--- src/rtl/i2c_cmd_pkg.sv ---
package i2c_cmd_pkg;
    localparam int CMD_BITS = 5;
    localparam int OP_COUNT = 6;

    typedef enum logic [3:0] {
        S_IDLE,
        S_RS_PREP,
        S_ST_SETUP,
        S_ST_HOLD,
        S_ST_LOW,
        S_SP_LOW,
        S_SP_SCLH,
        S_SP_SDAH,
        S_BIT_LOW,
        S_BIT_HIGH,
        S_BIT_TAIL
    } eng_state_e;

    typedef enum logic [2:0] {
        OP_START  = 3'd0,
        OP_RSTART = 3'd1,
        OP_STOP   = 3'd2,
        OP_RECV   = 3'd3,
        OP_ACK    = 3'd4,
        OP_SEND   = 3'd5
    } eng_op_e;
endpackage

--- src/rtl/i2c_pad_sync.sv ---
module i2c_pad_sync #(
    parameter int STAGES = 2
) (
    input  logic clk,
    input  logic rst_n,
    input  logic pad_in,
    output logic pad_sync
);
    logic [STAGES-1:0] chain;

    always_ff @(posedge clk or negedge rst_n) begin
        if (!rst_n) begin
            chain <= '1;
        end else begin
            chain <= {chain[STAGES-2:0], pad_in};
        end
    end

    assign pad_sync = chain[STAGES-1];
endmodule

--- src/rtl/i2c_phase_timer.sv ---
module i2c_phase_timer #(
    parameter int DIV_W = 16
) (
    input  logic             clk,
    input  logic             rst_n,
    input  logic             restart,
    input  logic             run,
    input  logic [DIV_W-1:0] reload,
    output logic             tick
);
    logic [DIV_W-1:0] cnt;

    always_ff @(posedge clk or negedge rst_n) begin
        if (!rst_n) begin
            cnt <= '0;
        end else if (restart) begin
            cnt <= reload;
        end else if (run) begin
            if (cnt == '0) cnt <= reload;
            else           cnt <= cnt - 1'b1;
        end
    end

    assign tick = run && (cnt == '0);
endmodule

--- src/rtl/i2c_rx_shift.sv ---
module i2c_rx_shift #(
    parameter int DATA_W = 8
) (
    input  logic              clk,
    input  logic              rst_n,
    input  logic              sample,
    input  logic              last,
    input  logic              bit_in,
    output logic [DATA_W-1:0] data_out
);
    logic [DATA_W-1:0] shreg;

    always_ff @(posedge clk or negedge rst_n) begin
        if (!rst_n) begin
            shreg    <= '0;
            data_out <= '0;
        end else if (sample) begin
            shreg <= {shreg[DATA_W-2:0], bit_in};
            if (last) data_out <= {shreg[DATA_W-2:0], bit_in};
        end
    end
endmodule

--- src/rtl/i2c_cmd_engine.sv ---
module i2c_cmd_engine
    import i2c_cmd_pkg::*;
#(
    parameter int DIV_W       = 16,
    parameter int DATA_W      = 8,
    parameter int SYNC_STAGES = 2
) (
    input  logic                clk,
    input  logic                rst_n,
    input  logic                ctl_wr,
    input  logic [CMD_BITS-1:0] ctl_bits,
    input  logic                ack_level,
    input  logic                tx_wr,
    input  logic [DATA_W-1:0]   tx_byte,
    input  logic [DIV_W-1:0]    div_reload,
    input  logic                sda_in,
    output logic                scl_oe,
    output logic                sda_oe,
    output logic                busy,
    output logic                done,
    output logic [OP_COUNT-1:0] cmd_active,
    output logic [DATA_W-1:0]   rx_byte,
    output logic                slave_nack
);
    localparam int IDX_W = $clog2(DATA_W + 1);

    eng_state_e        state, nxt;
    eng_op_e           op, pick_op;
    logic              pick_ok, accept, tick, finish, sda_s, drv, at_last;
    logic [IDX_W-1:0]  idx, last_idx;
    logic [DATA_W-1:0] txbuf;
    logic              ack_q, hold_scl, hold_sda;

    i2c_pad_sync #(.STAGES(SYNC_STAGES)) u_sync (
        .clk(clk), .rst_n(rst_n), .pad_in(sda_in), .pad_sync(sda_s)
    );

    i2c_phase_timer #(.DIV_W(DIV_W)) u_timer (
        .clk(clk), .rst_n(rst_n), .restart(accept), .run(busy),
        .reload(div_reload), .tick(tick)
    );

    i2c_rx_shift #(.DATA_W(DATA_W)) u_rx (
        .clk(clk), .rst_n(rst_n),
        .sample(tick && state == S_BIT_HIGH && op == OP_RECV),
        .last(at_last), .bit_in(sda_s), .data_out(rx_byte)
    );

    // command pick: lowest set bit wins, any command bit beats a byte write
    always_comb begin
        pick_ok = 1'b0;
        pick_op = OP_SEND;
        if (ctl_wr) begin
            for (int i = CMD_BITS - 1; i >= 0; i--) begin
                if (ctl_bits[i]) begin
                    pick_ok = 1'b1;
                    pick_op = eng_op_e'(3'(i));
                end
            end
        end
        if (!pick_ok && tx_wr) begin
            pick_ok = 1'b1;
            pick_op = OP_SEND;
        end
    end

    assign accept = (state == S_IDLE) && pick_ok;
    assign busy   = (state != S_IDLE);

    always_comb begin
        unique case (op)
            OP_SEND: last_idx = IDX_W'(DATA_W);
            OP_RECV: last_idx = IDX_W'(DATA_W - 1);
            default: last_idx = '0;
        endcase
    end
    assign at_last = (idx == last_idx);

    assign finish = tick && (state == S_ST_LOW || state == S_SP_SDAH || state == S_BIT_TAIL);

    // next-state logic
    always_comb begin
        nxt = state;
        unique case (state)
            S_IDLE: begin
                if (accept) begin
                    unique case (pick_op)
                        OP_START:  nxt = S_ST_SETUP;
                        OP_RSTART: nxt = S_RS_PREP;
                        OP_STOP:   nxt = S_SP_LOW;
                        default:   nxt = S_BIT_LOW;
                    endcase
                end
            end
            S_RS_PREP:  if (tick) nxt = S_ST_SETUP;
            S_ST_SETUP: if (tick) nxt = S_ST_HOLD;
            S_ST_HOLD:  if (tick) nxt = S_ST_LOW;
            S_ST_LOW:   if (tick) nxt = S_IDLE;
            S_SP_LOW:   if (tick) nxt = S_SP_SCLH;
            S_SP_SCLH:  if (tick) nxt = S_SP_SDAH;
            S_SP_SDAH:  if (tick) nxt = S_IDLE;
            S_BIT_LOW:  if (tick) nxt = S_BIT_HIGH;
            S_BIT_HIGH: if (tick) nxt = at_last ? S_BIT_TAIL : S_BIT_LOW;
            S_BIT_TAIL: if (tick) nxt = S_IDLE;
            default:    nxt = S_IDLE;
        endcase
    end

    // state register
    always_ff @(posedge clk or negedge rst_n) begin
        if (!rst_n) state <= S_IDLE;
        else        state <= nxt;
    end

    // step registers
    always_ff @(posedge clk or negedge rst_n) begin
        if (!rst_n) begin
            op         <= OP_START;
            idx        <= '0;
            txbuf      <= '0;
            ack_q      <= 1'b0;
            hold_scl   <= 1'b0;
            hold_sda   <= 1'b0;
            done       <= 1'b0;
            slave_nack <= 1'b0;
            cmd_active <= '0;
        end else begin
            done <= finish;
            if (accept) begin
                op    <= pick_op;
                idx   <= '0;
                ack_q <= ack_level;
                if (pick_op == OP_SEND) txbuf <= tx_byte;
                cmd_active          <= '0;
                cmd_active[pick_op] <= 1'b1;
            end
            if (tick && state == S_BIT_HIGH) begin
                if (!at_last) idx <= idx + 1'b1;
                if (op == OP_SEND) begin
                    txbuf <= {txbuf[DATA_W-2:0], 1'b1};
                    if (at_last) slave_nack <= sda_s;
                end
            end
            if (finish) begin
                cmd_active <= '0;
                unique case (op)
                    OP_START, OP_RSTART: begin hold_scl <= 1'b1; hold_sda <= 1'b1; end
                    OP_STOP:             begin hold_scl <= 1'b0; hold_sda <= 1'b0; end
                    default:             begin hold_scl <= 1'b1; hold_sda <= 1'b0; end
                endcase
            end
        end
    end

    // line outputs
    always_comb begin
        unique case (op)
            OP_SEND: drv = !txbuf[DATA_W-1];
            OP_ACK:  drv = !ack_q;
            default: drv = 1'b0;
        endcase
    end

    always_comb begin
        scl_oe = 1'b0;
        sda_oe = 1'b0;
        unique case (state)
            S_IDLE:     begin scl_oe = hold_scl; sda_oe = hold_sda; end
            S_RS_PREP:  begin scl_oe = 1'b1;     sda_oe = 1'b0;     end
            S_ST_SETUP: begin scl_oe = 1'b0;     sda_oe = 1'b0;     end
            S_ST_HOLD:  begin scl_oe = 1'b0;     sda_oe = 1'b1;     end
            S_ST_LOW:   begin scl_oe = 1'b1;     sda_oe = 1'b1;     end
            S_SP_LOW:   begin scl_oe = 1'b1;     sda_oe = 1'b1;     end
            S_SP_SCLH:  begin scl_oe = 1'b0;     sda_oe = 1'b1;     end
            S_SP_SDAH:  begin scl_oe = 1'b0;     sda_oe = 1'b0;     end
            S_BIT_LOW:  begin scl_oe = 1'b1;     sda_oe = drv;      end
            S_BIT_HIGH: begin scl_oe = 1'b0;     sda_oe = drv;      end
            S_BIT_TAIL: begin scl_oe = 1'b1;     sda_oe = drv;      end
            default:    begin scl_oe = 1'b0;     sda_oe = 1'b0;     end
        endcase
    end

    // assertions
    assert_done_idle_R2: assert property (@(posedge clk) disable iff (!rst_n)
        done |-> !busy);
    assert_busy_end_R2: assert property (@(posedge clk) disable iff (!rst_n)
        $fell(busy) |-> done);
    assert_start_edge_R3: assert property (@(posedge clk) disable iff (!rst_n)
        (!scl_oe && $past(!scl_oe) && $rose(sda_oe)) |-> (cmd_active[OP_START] || cmd_active[OP_RSTART]));
    assert_stop_edge_R5: assert property (@(posedge clk) disable iff (!rst_n)
        (!scl_oe && $past(!scl_oe) && $fell(sda_oe)) |-> cmd_active[OP_STOP]);
    assert_sda_steady_R6: assert property (@(posedge clk) disable iff (!rst_n)
        (state == S_BIT_HIGH && $past(state) == S_BIT_HIGH) |-> $stable(sda_oe));
    assert_busy_ignore_R9: assert property (@(posedge clk) disable iff (!rst_n)
        (busy && (ctl_wr || tx_wr)) |=> (cmd_active == $past(cmd_active) || cmd_active == '0));
    assert_one_step_R11: assert property (@(posedge clk) disable iff (!rst_n)
        $onehot0(cmd_active));
endmodule

--- config.mk ---
export PLATFORM = sky130hd
export DESIGN_NAME = i2c_cmd_engine
export DESIGN_NICKNAME = d
export VERILOG_FILES = /design/src/rtl/i2c_cmd_pkg.sv /design/src/rtl/i2c_pad_sync.sv /design/src/rtl/i2c_phase_timer.sv /design/src/rtl/i2c_rx_shift.sv /design/src/rtl/i2c_cmd_engine.sv
export SDC_FILE = /design/constraint.sdc
export NUM_CORES = 1
export LEC_CHECK = 0
export CORE_ASPECT_RATIO = 0.75
export CORE_MARGIN = 2
export CORE_UTILIZATION = 30
export DETAILED_ROUTE_END_ITERATION = 7
export DONT_BUFFER_PORTS = 1
export PLACE_DENSITY_LB_ADDON = 0.15
export SYNTH_ARGS = -nofsm -noshare
export SYNTH_HDL_FRONTEND = slang
export SYNTH_SLANG_ARGS = --single-unit
--- constraint.sdc ---
create_clock -name clk -period 2.4 [get_ports clk]
set_input_delay 0.48 -clock clk [delete_from_list [all_inputs] [get_ports clk]]
set_output_delay 0.48 -clock clk [all_outputs]
set_load 0.03 [all_outputs]
Word level (Yosys, flattened, before mapping)
Cells that the tools add are included.
{ "word_totals": {"reg_bits": 63, "latch_bits": 0, "ramBits": 0, "romBits": 0, "out_inout_bits": 19, "elab_cells": 119, "n_memories": 0} }
{ "classes": {"addsub": 2, "multipliers": 0, "div_mod_pow": 0, "order_cmp": 2, "n_eq_ne": 28, "n_shift": 0, "n_mux": 46, "n_bitwise": 0, "n_reduce_logical": 27} }
{ "ops": {"columns": ["operator", "n"], "rows": [
  ["16-bit 2-to-1 mux", 3],
  ["4-bit 2-to-1 mux", 12],
  ["4-bit one-hot mux with 9 select lines", 1],
  ["8-bit 2-to-1 mux", 4],
  ["3-bit 2-to-1 mux", 6],
  ["4-bit by 3-bit == test with 1-bit output, second input constant", 4],
  ["16-bit zero test", 1],
  ["2-bit inequality test, second input constant", 8],
  ["16-bit by 1-bit subtractor with 16-bit output, second input constant", 1],
  ["4-bit == test, second input constant", 3],
  ["6-bit 2-to-1 mux", 2],
  ["4-bit one-hot mux with 3 select lines", 1],
  ["1-bit 2-to-1 mux", 11],
  ["3-bit by 2-bit == test with 1-bit output, second input constant", 3],
  ["3-bit == test, second input constant", 3],
  ["9-bit AND reduction", 1],
  ["4-bit by 2-bit == test with 1-bit output, second input constant", 2],
  ["4-bit one-hot mux with 2 select lines", 1],
  ["1-bit logical AND", 7],
  ["3-bit by 1-bit == test with 1-bit output, second input constant", 2],
  ["3-bit zero test", 2],
  ["3-bit OR reduction", 2],
  ["5-bit OR reduction", 1],
  ["4-bit by 1-bit adder with 4-bit output, second input constant", 1],
  ["18 further kinds", 23]
]} }

Depth between registers and ports, before layout
Gate-level depths: netlist of the first run.
{ "depth": {"word_depth": 15, "ltp_mapped": 9, "mapped_depth_nobuf": 7} }

Hierarchy
Synthesis of the first run repeated with hierarchy kept, for this count alone.
{ "hier_totals": {"hier_cells": 364, "hier_area_um2": 3550.9} }
{ "by_module_without_submodules": {"columns": ["module", "n_inst", "cells_each", "area_per_inst_um2", "seq_area_each_um2"], "rows": [
  ["i2c_cmd_engine", 1, 193, 1712.9, 750.7],
  ["i2c_phase_timer", 1, 137, 1179.9, 400.4],
  ["i2c_rx_shift", 1, 32, 605.6, 375.4],
  ["i2c_pad_sync", 1, 2, 52.6, 52.6]
]} }

Least setup slack after synthesis of the first run
No wires, ideal clock.
{ "synth_path": {"path_kind": "register -> register", "from": "register u_timer.cnt[0]", "to": "register u_rx.data_out[0]", "arrival_time_ps": 2084, "t_required_ps": 2273, "slack_ps": 188, "stages_incl_launch_ff": 9, "path_buffers": 1, "synth_period_minus_slack_ps": 2212, "cell_sequence": "dfrtp_1 inv_1 ha_1 nor4b_1 nand4_1 nor3_4 nor2b_1 buf_4 mux2_1"} }
{ "synth_between": {"elab_chain_cells": 5} }
{ "synth_lines": {"columns": ["item", "line", "text"], "rows": [
  ["start, declared", "i2c_phase_timer.sv:11", "logic [DIV_W-1:0] cnt;"],
  ["start signal, assigned", "i2c_phase_timer.sv:17", "cnt <= reload;"],
  ["start signal, assigned", "i2c_phase_timer.sv:19", "if (cnt == '0) cnt <= reload;"],
  ["start signal, assigned", "i2c_phase_timer.sv:20", "else cnt <= cnt - 1'b1;"],
  ["16-bit zero test", "i2c_phase_timer.sv:24", "assign tick = run && (cnt == '0);"],
  ["1-bit logical AND", "i2c_phase_timer.sv:24", null],
  ["1-bit logical AND (2 in a row)", "i2c_cmd_engine.sv:45", ".sample(tick && state == S_BIT_HIGH && op == OP_RECV),"],
  ["2-bit AND reduction (no line)", null, null],
  ["end signal, assigned", "i2c_rx_shift.sv:19", "if (last) data_out <= {shreg[DATA_W-2:0], bit_in};"],
  ["end, declared", "i2c_rx_shift.sv:9", "output logic [DATA_W-1:0] data_out"]
]} }
Every way passes these cells.
A chain may end at the register's enable or synchronous reset.

Worst setup path in the final report of the first run
{ "layout_path": {"from": "register state[2]", "to": "output sda_oe"} }
{ "layout_between": {"elab_chain_cells": 3, "word_cells_on_any_way": 11, "cone_classes": "eq/ne (7); mux (1); reduce/logical (3)"} }
{ "layout_lines": {"columns": ["item", "line", "text"], "rows": [
  ["start, declared", "i2c_cmd_engine.sv:27", "eng_state_e state, nxt;"],
  ["start signal, assigned", "i2c_cmd_engine.sv:112", "else state <= nxt;"],
  ["4-bit by 3-bit == test with 1-bit output, or another cell as far along", "i2c_cmd_engine.sv:167", "unique case (state)"],
  ["4-bit OR reduction (no line) or 3-bit OR reduction (tied branches)", null, null],
  ["1-bit one-hot mux with 3 select lines (*)", "i2c_cmd_engine.sv:167", null],
  ["end, declared", "i2c_cmd_engine.sv:18", "output logic sda_oe,"]
]} }
Every way passes the cells marked *; elsewhere a longest branch is shown, timed or not.

==> impl_metrics.yaml, run 1 <==
global_route:
  grt_pass1_wl_um: 14300
  grt_max_degree: 64
  gr-total-overflow: 0
  grt_pass1_vias: 2623
  antenna_found_initial: 1
  grt_usage_pct: 14.6
cells_and_area:
  nNetsFinal: 401
  fin_area_mm2: 0.00404
  fillers: 1122
  fin_cells: 509
  syn_to_final_growth_pct: 16.7
  drive_above_1_share_pct: 16.3
placed_design:
  pre_cts_ws_ns: 0.177
  hpwlAfterDp_um: 6040
  placed_cells: 491
  place.gp.congestion: 0.783
  place_area_mm2: 0.00370
  portBuffers: 0
floorplanning:
  dieArea_mm2: 0.0124
  io_pins: 54
  die_w_um: 128
  start_util_pct: 31.2
  fp.coreArea_mm2: 0.0111
  rows: 33
  die_y_um: 97.0
sta:
  hold_violations: 0
  finalMaxSlewViolations: 0
  finalSetupViolCount: 0
  timing.final.crit_share_pct: 92.9
  rsz0062_at_grt: "false"
  maxSlewHeadroom_pct: 70.2
  fin_crit_ns: 2.23
  finClkSkew_ns: 0.00515
  fmax_ghz: 0.449
  tns_ns: 0
  hold_ws_ns: 0.0299
  fin_ws_ns: 0.171
  tightest_slew_ns: 0.446
synth:
  synth_edf_count: 0
  syn_area_per_cell_um2: 9.86
  yosysUniqueCellTypes: 64
  yosys_warnings: 0
  synth.net_count: 389
  synthFlopType: "dfrtp_1"
  ys_top_cells_by_area: "dfrtp_1 44%, mux2i_1 6.1%, o21ai_0 3.8%, nor2_1 3.6%, mux2_1 2.9%"
  synth_top_area_share_pct: 44.1
  synth_common_cells: "61 x dfrtp_1, 33 x nor2_1, 26 x o21ai_0"
  async_flop_share_pct: 100
  synthMostInstantiatedCell: "dfrtp_1"
  synth_seq_cells: 63
  netlist_instances: 351
  synth_top_area_cell: "dfrtp_1"
  syn_area_mm2: 0.00346
  yosysSeqAreaShare_pct: 45.6
routing:
  firstDrtPassIters: 4
  wl_met2_um: 3450
  dr_wl_met3_um: 375
  wire_per_inst_um: 16.7
  via_count: 2609
  wl_met1_um: 4600
  drt-total-wl_um: 8500
  via_per_inst: 5.13
  drtIter0Drc: 202
  drc: 0
  ant_nets: 0
  top_layer_used: "met4"
cts:
  clock_sinks: 63
  post_cts_buffers: 0
  ctsHtreeMaxLevel: 3
  clkTransAtPathRegs_ns: 0.06
  clock_latency_ns: 0.32
  numCtsBuffers: 9
  cts_buffer_depth: 2
  clock-root-buffer: "clkbuf_16"
  cts_tree: "built"
worst_setup_path:
  required_ns: 1.92
  cp.arrival_ns: 1.75
  crit_fanout: 11
  start_kind: "flop"
  crit_type: "flop to primary output"
  endpoint_kind: "primary output"
pwr:
  power_density_mw_per_mm2: 957
  power.leakage_nw: 1.71
  peakVddDrop_mv: 0.410
run_status:
  status: "complete, no violations"
job:
  drv_cap: 0
hold_path:
  hold_class: "input pin to asynchronous set/reset pin"
power breakdown:
group          switching (W)  total (W)  internal [W]
Combinational       0.000400   0.000811      0.000412
Sequential          0.000434    0.00179       0.00135
Clock               0.000468    0.00127      0.000799
final timing paths:
path	start	slack, ns	cells after the start	endpoint
max in group asynchronous	rst_n	2.04	1	u_sync.chain[1]
worst max register to register	u_timer.cnt[0]	0.22	7	u_timer.cnt[14]
min in group clk	sda_in	0.16	0	u_sync.chain[0]
worst min-delay path	rst_n	0.03	1	u_timer.cnt[11]
worst max-delay path	state[2]	0.17	7	sda_oe
worst min register to register	u_sync.chain[0]	0.35	0	u_sync.chain[1]
layer usage:
layer	track usage, %	vias to the layer above
met5	0	-
met1	22.5	1230
li1	-	1324
met4	4.06	0
met3	4.70	4
met2	19.1	51
stage by stage:
stage / util [%] / power (W)
2_1_floorplan: - / 0.00234
3_3_place_gp: 33.4 / 0.00256
3_5_place_dp: 33.4 / 0.00258
4_1_cts: 36.2 / 0.00391
5_1_grt: 36.3 / 0.00414
6_report: 36.4 / 0.00387
critical path: stages, from the launching register on:
cell,delay (ns)
dfrtp_2,0.49
buf_4,0.19
inv_1,0.08
nand2_1,0.10
a21oi_1,0.15
a21oi_1,0.07
o22ai_2,0.16
buf_4,0.18
registers in the layout, summed over array words and instances, names as in the netlist:
register       flops
op                 3
cmd_active         6
u_rx.shreg         7
u_sync.chain       2
state              4
ack_q              1
u_timer.cnt       16
idx                4
slave_nack         1
hold_sda           1
hold_scl           1
done               1
u_rx.data_out      8
txbuf              8
layout by cell type (no fill, tap or decap), drive strengths merged, types with 3 or more instances in the layout:
master	instances
dfrtp	61
o2bb2ai	9
nor3b	4
inv	13
nand4	3
o21ai	27
ha	3
a21oi	19
or3	5
buf	22
a31oi	3
nand3b	3
clkinv	4
mux2i	21
nand2	20
nor3	16
nand2b	6
and2	3
nor2	33
o22ai	3
o31ai	4
nand3	10
nor4	9
a22oi	3
clkbuf	10
mux2	17
repair_timing:
item / CTS / global route
resized for setup: 0 / 3
hold endpoints to repair: 63 / 0
setup endpoints to repair: 0 / 9
hold buffers: 1 / 0
layout make-up:
class / count / area (µm²) / area share [%]
timing repair buffer: 22 / 198 / 4.89
inverter: 13 / 48.8 / 1.21
clock inverter: 6 / 61.3 / 1.52
clock buffer: 10 / 229 / 5.67
multi-input combinational: 254 / 1740 / 43.2
antenna: 1 / 2.50 / 0.0620
sequential: 63 / 1580 / 39.1
tap: 140 / 175 / 4.34
logic make-up after synthesis:
logic type               count (synthesis)  share of synthesized area (%)
buffers and inverters                   34                           4.37
adder cells (fa/ha/maj)                  3                           1.08
AND/OR/NAND/NOR                        124                           19.8
flip-flops                              63                           45.6
multiplexers                            38                           11.6
XOR/XNOR                                 2                          0.506
AO/OA/AOI/OAI                           87                           17.0
No activity file was read; power rests on OpenSTA's default activity.
==> inputs of run 2 (changes only) <==
--- a/config.mk
+++ b/config.mk
@@ -7,7 +7,7 @@
 export LEC_CHECK = 0
 export CORE_ASPECT_RATIO = 0.75
 export CORE_MARGIN = 2
-export CORE_UTILIZATION = 30
+export CORE_UTILIZATION = 60
 export DETAILED_ROUTE_END_ITERATION = 7
 export DONT_BUFFER_PORTS = 1
 export PLACE_DENSITY_LB_ADDON = 0.15
==> impl_metrics.yaml, run 2 (synthesis results as in run 1) <==
cells_and_area:
  fillers: 425
  largest_reg_flops: 16
  fin_cells: 455
  fin_util_pct: 72.1
  largest_register: "u_timer.cnt"
  nNetsFinal: 413
  drive_above_1_share_pct: 18.9
  regArea_mm2: 0.00158
  antenna_cells: 0
  final_cell_mix: "60 x dfrtp_1, 33 x nor2_1, 33 x buf_4"
  multi_input_area_mm2: 0.00175
  reg_top3: "u_timer.cnt: 16 flops, txbuf: 8 flops, u_rx.data_out: 8 flops"
  syn_to_final_growth_pct: 13.8
  fin_area_mm2: 0.00394
  layout_commonest_cell: "dfrtp_1"
placed_design:
  place.gp.congestion: 0.889
  placed_cells: 434
  portBuffers: 0
  place_area_mm2: 0.00367
  hpwlAfterDp_um: 5520
routing:
  drc: 0
  firstDrtPassIters: 5
  wire_per_inst_um: 16.8
  via_count: 2783
  drtIter0Drc: 180
  drt-total-wl_um: 7660
  ant_nets: 0
  via_per_inst: 6.12
job:
  drv_cap: 0
cts:
  cts_buffer_depth: 2
  clock-root-buffer: "clkbuf_8"
  clock_sinks: 63
  clkTransAtPathRegs_ns: 0.08
  clock_latency_ns: 0.34
  cts_tree: "built"
  ctsHtreeMaxLevel: 3
  numCtsBuffers: 9
sta:
  fmax_ghz: 0.449
  fin_crit_ns: 2.22
  maxSlewHeadroom_pct: 69.1
  hold_violations: 4
  finalMaxSlewViolations: 0
  tightest_slew_ns: 0.463
  finClkSkew_ns: 0.0136
  hold_ws_ns: -0.0152
  tns_ns: 0
  finalSetupViolCount: 0
  timing.final.crit_share_pct: 92.7
  rsz0062_at_grt: "false"
worst_setup_path:
  endpoint_kind: "primary output"
  cp.arrival_ns: 1.74
  crit_slowest_cell: "dfrtp_2"
  path_cells: "buf_4 > inv_1 > nand2_1 > a21oi_1 > a21oi_1 > o22ai_1 > buf_4"
  crit_fanout: 7
  required_ns: 1.92
  crit_path_max_incr_delay_ns: 0.44
  crit_type: "flop to primary output"
  cpLargestDelayFamily: "buffers and inverters"
  start_kind: "flop"
  critPathBufInv: 3
floorplanning:
  die_y_um: 69.8
  dieArea_mm2: 0.00640
  start_util_pct: 63.3
  io_pins: 54
  rows: 23
  die_w_um: 91.7
  fp.coreArea_mm2: 0.00547
pwr:
  power_density_mw_per_mm2: 903
  power.leakage_nw: 1.72
  peakVddDrop_mv: 0.799
hold_path:
  hold_class: "input pin to asynchronous set/reset pin"
global_route:
  grt_pass1_vias: 2639
  grt_max_degree: 64
  gr-total-overflow: 0
  grt_usage_pct: 25.7
  antenna_found_initial: 0
  grt_pass1_wl_um: 13000
run_status:
  violations: "hold timing"
  status: "complete, but fails checks"
-- run 2: cell type report --
cell class	count	area share, %
well taps	75	2.38
inverters	13	1.24
flip-flops and latches	63	40.1
clock buffers	9	3.14
multi-input cells	254	44.3
repair buffers	34	6.99
clock inverters	7	1.84
-- run 2: path summary, 6_finish.rpt --
path,cells past startpoint,slack [ns],end,from
setup / recovery,7,0.18,sda_oe,state[2]
hold / removal,1,-0.02,state[2],rst_n
setup reg to reg,7,0.20,u_timer.cnt[14],u_timer.cnt[1]
hold reg to reg,0,0.36,u_sync.chain[1],u_sync.chain[0]
max in group asynchronous,1,2.09,u_sync.chain[1],rst_n
min in group clk,0,0.14,u_sync.chain[0],sda_in
-- run 2: what timing repair did --
action / in CTS / in global routing
setup endpoints to repair: 0 / 21
endpoints found under the hold margin: 63 / 0
resized for setup: 0 / 3
hold buffers: 1 / 0
buffers inserted: 0 / 4
-- run 2: where the power goes --
group | switching [W] | leakage (nW) | total, W | internal (W)
registers | 0.000399 | 0.792 | 0.00175 | 0.00135
clock network | 0.000431 | 0.0956 | 0.000911 | 0.000480
logic | 0.000446 | 0.833 | 0.000898 | 0.000451
total | 0.00128 | 1.72 | 0.00356 | 0.00228
-- run 2: per-layer routing --
metal  up-vias  GRT usage, %  part of all wire [%]  routed length (µm)
met2       111          36.3                    43                3310
met3        15          8.91                   7.9                 605
met4         0          5.14                   1.4                 104
met1      1319          38.6                    48                3650
li1       1338             -                     -                   -
met5         -             0                     0                   0
-- run 2: metrics by stage --
step                worst slack (ns)  total power, W
global route                  0.0566         0.00381
floorplan                      0.188         0.00234
finish                         0.175         0.00356
global placement               0.171         0.00257
CTS                           0.0456         0.00357
detailed placement            0.0957         0.00262
